<file path="src/rtl/ogate_pkg.sv">
package ogate_pkg;
  typedef enum logic [1:0] {
    K_PLAIN = 2'd0,
    K_SYNC  = 2'd1,
    K_ACQ   = 2'd2,
    K_REL   = 2'd3
  } kind_e;
endpackage

</file>
<file path="src/rtl/ogate_table.sv">
module ogate_table #(
  parameter int ID_W   = 4,
  parameter int ADDR_W = 8
) (
  input  logic              clk,
  input  logic              rst,
  input  logic              alloc,
  input  logic [1:0]        alloc_kind,
  input  logic [ADDR_W-1:0] alloc_addr,
  input  logic              cpl_valid,
  input  logic [ID_W-1:0]   cpl_id,
  input  logic [ADDR_W-1:0] q_addr,
  output logic [ID_W-1:0]   free_id,
  output logic              full,
  output logic              any_occ,
  output logic              acq_pend,
  output logic              sync_pend,
  output logic              rel_pend,
  output logic              addr_hit,
  output logic              bad_cpl
);
  import ogate_pkg::*;
  localparam int NENT = 1 << ID_W;

  logic [NENT-1:0]   occ;
  logic [1:0]        ent_kind [NENT];
  logic [ADDR_W-1:0] ent_addr [NENT];
  logic [NENT-1:0]   is_acq, is_sync, is_rel, hit;

  always_ff @(posedge clk) begin
    if (rst) begin
      occ <= '0;
    end else begin
      for (int i = 0; i < NENT; i++) begin
        if (alloc && free_id == ID_W'(i)) begin
          occ[i]      <= 1'b1;
          ent_kind[i] <= alloc_kind;
          ent_addr[i] <= alloc_addr;
        end else if (cpl_valid && cpl_id == ID_W'(i)) begin
          occ[i] <= 1'b0;
        end
      end
    end
  end

  for (genvar g = 0; g < NENT; g++) begin : g_ent
    assign is_acq[g]  = occ[g] && ent_kind[g] == K_ACQ;
    assign is_sync[g] = occ[g] && ent_kind[g] == K_SYNC;
    assign is_rel[g]  = occ[g] && ent_kind[g] == K_REL;
    assign hit[g]     = occ[g] && ent_addr[g] == q_addr;
  end

  always_comb begin
    free_id = '0;
    for (int i = NENT - 1; i >= 0; i--)
      if (!occ[i]) free_id = ID_W'(i);
  end

  assign full      = &occ;
  assign any_occ   = |occ;
  assign acq_pend  = |is_acq;
  assign sync_pend = |is_sync;
  assign rel_pend  = |is_rel;
  assign addr_hit  = |hit;
  assign bad_cpl   = cpl_valid && !occ[cpl_id];
endmodule

</file>
<file path="src/rtl/ogate_rules.sv">
module ogate_rules (
  input  logic       mode_rc,
  input  logic [1:0] kind,
  input  logic       any_occ,
  input  logic       acq_pend,
  input  logic       sync_pend,
  input  logic       rel_pend,
  input  logic       addr_hit,
  input  logic       full,
  output logic       allow
);
  import ogate_pkg::*;
  logic order_ok;

  always_comb begin
    if (!mode_rc) begin
      // weak ordering: every non-ordinary kind is a two-sided fence
      if (acq_pend || sync_pend || rel_pend) order_ok = 1'b0;
      else if (kind == K_PLAIN)              order_ok = 1'b1;
      else                                   order_ok = !any_occ;
    end else begin
      // release consistency: acquire and sync block younger requests
      if (acq_pend || sync_pend) order_ok = 1'b0;
      else begin
        unique case (kind)
          K_PLAIN, K_ACQ: order_ok = 1'b1;
          default:        order_ok = !any_occ;
        endcase
      end
    end
    allow = order_ok && !addr_hit && !full;
  end
endmodule

</file>
<file path="src/rtl/ordering_gate.sv">
module ordering_gate #(
  parameter int ID_W   = 4,
  parameter int ADDR_W = 8
) (
  input  logic              clk,
  input  logic              rst,
  input  logic              mode_rc,
  input  logic              in_valid,
  input  logic [1:0]        in_kind,
  input  logic [ADDR_W-1:0] in_addr,
  output logic              in_ready,
  output logic              out_valid,
  output logic [1:0]        out_kind,
  output logic [ADDR_W-1:0] out_addr,
  output logic [ID_W-1:0]   out_id,
  input  logic              out_ready,
  input  logic              cpl_valid,
  input  logic [ID_W-1:0]   cpl_id,
  output logic              err_unknown
);
  logic [ID_W-1:0] free_id;
  logic full, any_occ, acq_pend, sync_pend, rel_pend, addr_hit, bad_cpl;
  logic allow, accept;

  ogate_table #(.ID_W(ID_W), .ADDR_W(ADDR_W)) u_tab (
    .clk(clk), .rst(rst),
    .alloc(accept), .alloc_kind(in_kind), .alloc_addr(in_addr),
    .cpl_valid(cpl_valid), .cpl_id(cpl_id), .q_addr(in_addr),
    .free_id(free_id), .full(full), .any_occ(any_occ),
    .acq_pend(acq_pend), .sync_pend(sync_pend), .rel_pend(rel_pend),
    .addr_hit(addr_hit), .bad_cpl(bad_cpl)
  );

  ogate_rules u_rules (
    .mode_rc(mode_rc), .kind(in_kind), .any_occ(any_occ),
    .acq_pend(acq_pend), .sync_pend(sync_pend), .rel_pend(rel_pend),
    .addr_hit(addr_hit), .full(full), .allow(allow)
  );

  assign in_ready = !out_valid && allow;
  assign accept   = in_valid && in_ready;

  always_ff @(posedge clk) begin
    if (rst) begin
      out_valid <= 1'b0;
      out_kind  <= '0;
      out_addr  <= '0;
      out_id    <= '0;
    end else if (accept) begin
      out_valid <= 1'b1;
      out_kind  <= in_kind;
      out_addr  <= in_addr;
      out_id    <= free_id;
    end else if (out_ready) begin
      out_valid <= 1'b0;
    end
  end

  always_ff @(posedge clk) begin
    if (rst) err_unknown <= 1'b0;
    else if (bad_cpl) err_unknown <= 1'b1;
  end
endmodule

</file>
<file path="config.mk">
export PLATFORM = sky130hd
export DESIGN_NAME = ordering_gate
export DESIGN_NICKNAME = d
export VERILOG_FILES = /design/src/rtl/ogate_pkg.sv /design/src/rtl/ogate_table.sv /design/src/rtl/ogate_rules.sv /design/src/rtl/ordering_gate.sv
export SDC_FILE = /design/constraint.sdc
export NUM_CORES = 1
export LEC_CHECK = 0
export BUFFER_PORTS_ARGS = -buffer_cell sky130_fd_sc_hd__buf_2
export CELL_PAD_IN_SITES_DETAIL_PLACEMENT = 0
export CELL_PAD_IN_SITES_GLOBAL_PLACEMENT = 1
export CORE_MARGIN = 2
export CORE_UTILIZATION = 40
export CTS_CLUSTER_DIAMETER = 200
export DETAILED_ROUTE_END_ITERATION = 7
export GPL_ROUTABILITY_DRIVEN = 0
export GPL_TIMING_DRIVEN = 0
export PLACE_DENSITY_LB_ADDON = 0.1
export RECOVER_POWER = 50
export SYNTH_ARGS = -nofsm -noshare
export SYNTH_HDL_FRONTEND = slang
export SYNTH_HIERARCHICAL = 1
export SYNTH_SLANG_ARGS = --single-unit
</file>
<file path="constraint.sdc">
create_clock -name clk -period 6.3 [get_ports clk]
set_input_delay 0.63 -clock clk [delete_from_list [all_inputs] [get_ports clk]]
set_output_delay 0.63 -clock clk [all_outputs]
set_load 0.02 [all_outputs]
</file>
# Word-level counts from Yosys, hierarchy flattened
# Memory sizes are Yosys's and may differ from the RTL's.
# Index checks and enable logic that the tools add are counted.
# word_totals
regBits	32
input_bits	20
mem_count	2
out_inout_bits	17
ram_bits	160
wordCells	479
# op_classes
reduce_logical	165
n_eq_ne	95
n_lt_le_gt_ge	1
muxes	195
# mem_list
memory	depth	width	read_ports	rd_ports_with_merged_regs	write_ports	line_no	text
u_tab.ent_addr	16	8	16	0	1	ogate_table.sv:27	logic [ADDR_W-1:0] ent_addr [NENT];
u_tab.ent_kind	16	2	16	0	1	ogate_table.sv:26	logic [1:0] ent_kind [NENT];
# ops
cell	n
4-bit 2-to-1 mux	46
8-bit equality test	16
8-bit 2-to-1 mux	15
8-bit OR reduction	15
1-bit 2-to-1 mux	118
1-bit logical AND	101
16-bit OR reduction	5
2-bit equality test, second input constant	33
4-bit equality test, second input constant	16
2-bit nonzero test	17
2-bit by 1-bit equality test with 1-bit output, second input constant	16
4-bit by 3-bit equality test with 1-bit output, second input constant	8
2-bit OR reduction	16
2-bit 2-to-1 mux	15
4-bit by 2-bit equality test with 1-bit output, second input constant	4
16-bit AND reduction	1
4-bit by 1-bit equality test with 1-bit output, second input constant	2
4-bit zero test	2
1-bit zero test	5
4-bit by 5-bit < comparator with 1-bit output, second input constant	1
1-bit binary-select mux with 4-bit select	1
2-bit zero test	1
1-bit logical OR	2

# Depth between registers and ports, before layout
# depth
word_depth	37
ltp_mapped	17

# Hierarchy
# The synthesis kept the hierarchy.
# by_module_without_submodules
mod	cells_per_inst	n_inst	area_per_inst_um2
ogate_table	588	1	7972.6
ordering_gate	69	1	718.2
ogate_rules	4	1	33.8

# Worst setup path after synthesis
# Ideal clock, no wire load.
# synth_timing
path_type	in2reg
from	input in_addr[1]
to	memory u_tab.ent_addr[13][0], in the netlist u_tab/ent_addr[1][40], enable pin
t_arrival_ns	4.163
path_slack_ns	1.747
setup_ns	0.390
required_ns	5.910
path_stages	17
path_cell_list	buf_2 > buf_2 > xor2_1 > nor4_1 > nand4_1 > o41ai_1 > nor4_1 > nand3_1 > or4_1 > a221oi_2 > and3b_1 > buf_6 > buf_12 > nor2b_1 > and3_1 > nand2b_1 > nor3_1
# synth_via
elab_chain_cells	28
# synth_lines
element	line_no	text
from (decl)	ordering_gate.sv:10	input logic [ADDR_W-1:0] in_addr,
8-bit equality test	ogate_table.sv:50	assign hit[g] = occ[g] && ent_addr[g] == q_addr;
1-bit logical AND	ogate_table.sv:50	
16-bit OR reduction *	ogate_table.sv:64	assign addr_hit = |hit;
via addr_hit	ordering_gate.sv:22	logic full, any_occ, acq_pend, sync_pend, rel_pend, addr_hit, bad_cpl;
1-bit zero test *	ogate_rules.sv:31	allow = order_ok && !addr_hit && !full;
1-bit logical AND * (2 in a row)	ogate_rules.sv:31	
via allow	ordering_gate.sv:23	logic allow, accept;
1-bit logical AND *	ordering_gate.sv:40	assign in_ready = !out_valid && allow;
1-bit logical AND *	ordering_gate.sv:41	assign accept = in_valid && in_ready;
via accept	ordering_gate.sv:23	
1-bit logical AND	ogate_table.sv:35	if (alloc && free_id == ID_W'(i)) begin
1-bit 2-to-1 mux	ogate_table.sv:35	
1-bit 2-to-1 mux	ogate_table.sv:31	if (rst) begin
1-bit 2-to-1 mux (not written as such)	ogate_table.sv:38	ent_addr[i] <= alloc_addr;
8-bit OR reduction (no line)	--	
4-bit 2-to-1 mux (no line) / 1-bit 2-to-1 mux (equally long branches) (15 in a row)	--	
to (decl)	ogate_table.sv:27	
# The timed path passes the listed nets; every way through them passes the cells marked *.

# Worst setup path after layout
# layout_timing
from	input in_addr[2]
to	memory u_tab.ent_addr[8][0], in the netlist u_tab/ent_addr[1][0], enable pin
# The elaborated chain is that of the path after synthesis.

==> results.md <==
- CTS Buffer Depth: 2
- Clock sink count: between 150 and 200
- NetSw: just over 700 uW
- Post-synth EDFFs: 160
- Tot Pwr: 2.767 mW
- DIE AREA: about 23,000 sq um
- Worst VDD drop: a little under 0.0002 V
- Seq pwr share: 0.511
- Status: complete, no violations
- Hold Path Class: flip-flop to flip-flop
- CP Data Required Time: around 6.4 ns
- Arr. time, crit path: 5.86 ns
- Finished Layout Cells: just over 1,000
- Most common cell in the netlist: edfxtp_1
- Clock power frac: 0.383
- 1st-pass router iterations: 5
- CP Class: input port to flip-flop
- # nets final: between 700 and 800
- Met3 routed WL: approximately 950 um
- M1 WL: 10.12 mm
- Warnings, synthesis: 6
- DP HPWL: 15.30 mm
- Worst-path fanout max: 18
- Uppermost layer routed: met4
- Post-CTS setup buffer count: 0
- Initial detailed-routing violation count: approximately 430
- Rel. slew slack: 0.2772
- Layout Skew: around 0.017 ns
- # hold bufs at CTS: 0
- Number of global-route vias before repair: roughly 5,500
- FILL cells: approximately 2,000
- Slew @ Worst Pin: around 1.1 ns
- Largest cells by area after synthesis: edfxtp_1 55%, xor2_1 9.4%, dfxtp_1 7.3%
- Sw Ratio: 0.2628
- Core area: about 22,000 sq um
- Die height: about 150 um
- DR vias/cell: between 5 and 6
- CTS tree: done
- Final setup TNS: 0 ns
- Commonest cells post-synth: 160 x edfxtp_1, 94 x xor2_1, 40 x nand3_1, 37 x nand2_1, 34 x xnor2_1
- Sequential-to-total area share from yosys stat: 0.6241
- Clock latency on the worst-skew pair: about 0.44 ns
- DR WL/cell: 22.26 um
- Antenna diodes: 0
- FF+latch area: roughly 5400 sq um
- Pleak: 3.218 nW
- GRT Total Usage: 0.2021
- WL final: between 20 and 25 mm
- Cell Pwr Density: between 200 and 300 nW/um^2
- Multi-input gate area in the final layout: 2994 sq um
- Async set-reset flop share out of synthesis: 0
- Post-synth cell types: 50
- Cell depth of the worst hold path: 2
- Via count: around 5,500
- Reg clk slew, reported paths: roughly 0.070 ns
- Post-layout util: 0.4540
- R2R cell count: 14
- MaxCap Viol Count: 0
- Syn Inst Count: around 660
- Yosys top cell area share: 0.5507
- Period utilisation layout: 0.9229
- GR Overflow Total: 0
- IO Port Bufs: 34
- Clock root buffer: clkbuf_16
- Area grow syn2layout: 12.51%
- # DRC: 0
- Combinational Power Share: 0.106
- P_int: 2.040 mW
- Initial core utilization: 0.4035
- Final slew viol count: 0
- Placed insts: ~980
- Achievable Freq: 172.0 MHz
- Post-Syn Area: slightly below 9000 sq um
- Initial antenna violation count: 0
- Endpoint class of the critical path: flip-flop
- Syn Area/Cell: 13.20 sq um
- Row cnt: 54
- Detail Route Antenna Nets: 0
- Hold Violations, Final: 0
- Share of post-route cells with drive strength above 1: 0.1429
- I/O pin count: 37
- Finish-stage setup viols: 0
- Largest area contributor in the netlist: edfxtp_1
- Post-synthesis register bit count: around 190
- CTS buffer count: 17
- Synth Flop Type: edfxtp_1
- CTS H-tree lvls: 4
- Setup crit start kind: input port
- PostCTS Resize Cnt: 0
- RSZ-0062 raised after global routing: no
- Met2 WL: ~11 mm
- Syn Nets: 681
- Largest net degree at the start of global routing: 21
- Die X-Extent: ~150 um
- Fin crit period: around 5.8 ns
- Global-route wire length before repair: around 33 mm
[per-layer routing]
metal	vias up	track usage
met3	32	0.03174
li1	2532	-
met4	0	0.06713
met5	-	0
met2	163	0.3336
met1	2765	0.2736
[critical path: stages]
cell and delay (ns):
buf_2 0.38, buf_2 0.36, buf_4 0.33, xor2_1 0.17, nor4_1 0.08, nand3_1 0.14
o21ai_0 0.13, nor4_1 0.39, nand3_1 0.19, or4_1 0.51, a221oi_2 0.32, and3b_1 0.24
buf_6 0.16, buf_12 0.15, nor2b_1 0.22, and3_1 0.20, nand2_1 0.30, nor2_1 0.93
[power by group through the flow]
stage / Sequential [mW] / Combinational [mW] / Clock (mW)
after floorplan: 1.46 / 0.181 / 0
after global placement: 1.44 / 0.296 / 0
after detailed placement: 1.44 / 0.300 / 0
after CTS: 1.41 / 0.300 / 1.08
after global routing: 1.42 / 0.319 / 1.12
final: 1.41 / 0.293 / 1.06
[final timing paths]
kind	start	end	slack, ns
max	in_addr[2]	u_tab/ent_addr[1][0]	0.49
min	out_addr[3]	out_addr[3]	0.48
max reg2reg	u_tab/occ[12]	u_tab/ent_addr[1][0]	1.37
min reg2reg	out_addr[3]	out_addr[3]	0.48
[placed cells by master, fill, tap and decap left out, types with 8 or more instances in the layout]
cell type | synthesis | layout
nand3b_1 | 8 | 8
nand4_1 | 15 | 15
edfxtp_1 | 160 | 160
buf_4 | 8 | 9
clkbuf_16 | 0 | 17
o211ai_1 | 9 | 9
clkbuf_1 | 8 | 27
xnor2_1 | 34 | 34
mux2i_1 | 14 | 14
nor2_1 | 23 | 23
xor2_1 | 94 | 94
o22ai_1 | 11 | 11
nor4_1 | 32 | 32
o21ai_0 | 15 | 15
buf_2 | 20 | 35
dfxtp_1 | 32 | 32
nand3_1 | 40 | 40
nand2b_1 | 33 | 33
nand2_1 | 37 | 37
[flip-flops by register name, summed over array words and instances, names as in the netlist]
| register | flops |
|---|---|
| out_id | 4 |
| out_addr | 8 |
| err_unknown | 1 |
| u_tab/ent_addr | 128 |
| out_valid | 1 |
| u_tab/ent_kind | 32 |
| u_tab/occ | 16 |
| out_kind | 2 |
[through the flow]
| step | setup WS [ns] | cell area [sq um] | hold slack (ns) |
|---|---|---|---|
| global route | 0.1561 | 9816 | 0.4952 |
| detailed placement | -0.04236 | 9258 | 0.4661 |
| global placement | -0.4783 | 9245 | 0.4537 |
| floorplan | 1.747 | 8725 | 0.5460 |
| finish | 0.4856 | 9816 | 0.4770 |
| CTS | 0.4156 | 9839 | 0.4767 |
[logic make-up after synthesis]
| family | count (synthesis) | share of synthesized area |
|---|---|---|
| simple gates | 213 | 0.1318 |
| mux | 19 | 0.02940 |
| flops | 192 | 0.6241 |
| buf+inv | 48 | 0.03327 |
| compound gates | 61 | 0.05292 |
| xor+xnor | 128 | 0.1285 |
[layout make-up]
type / count / area share
clock buffers: 17 / 0.04334
plain buffers: 43 / 0.02753
flip-flops and latches: 192 / 0.5547
well taps: 280 / 0.03569
repair buffers: 35 / 0.01581
inverters: 5 / 0.001912
clock inverters: 15 / 0.01593
multi-input cells: 421 / 0.3050
No activity file was read; power rests on OpenSTA's default activity.
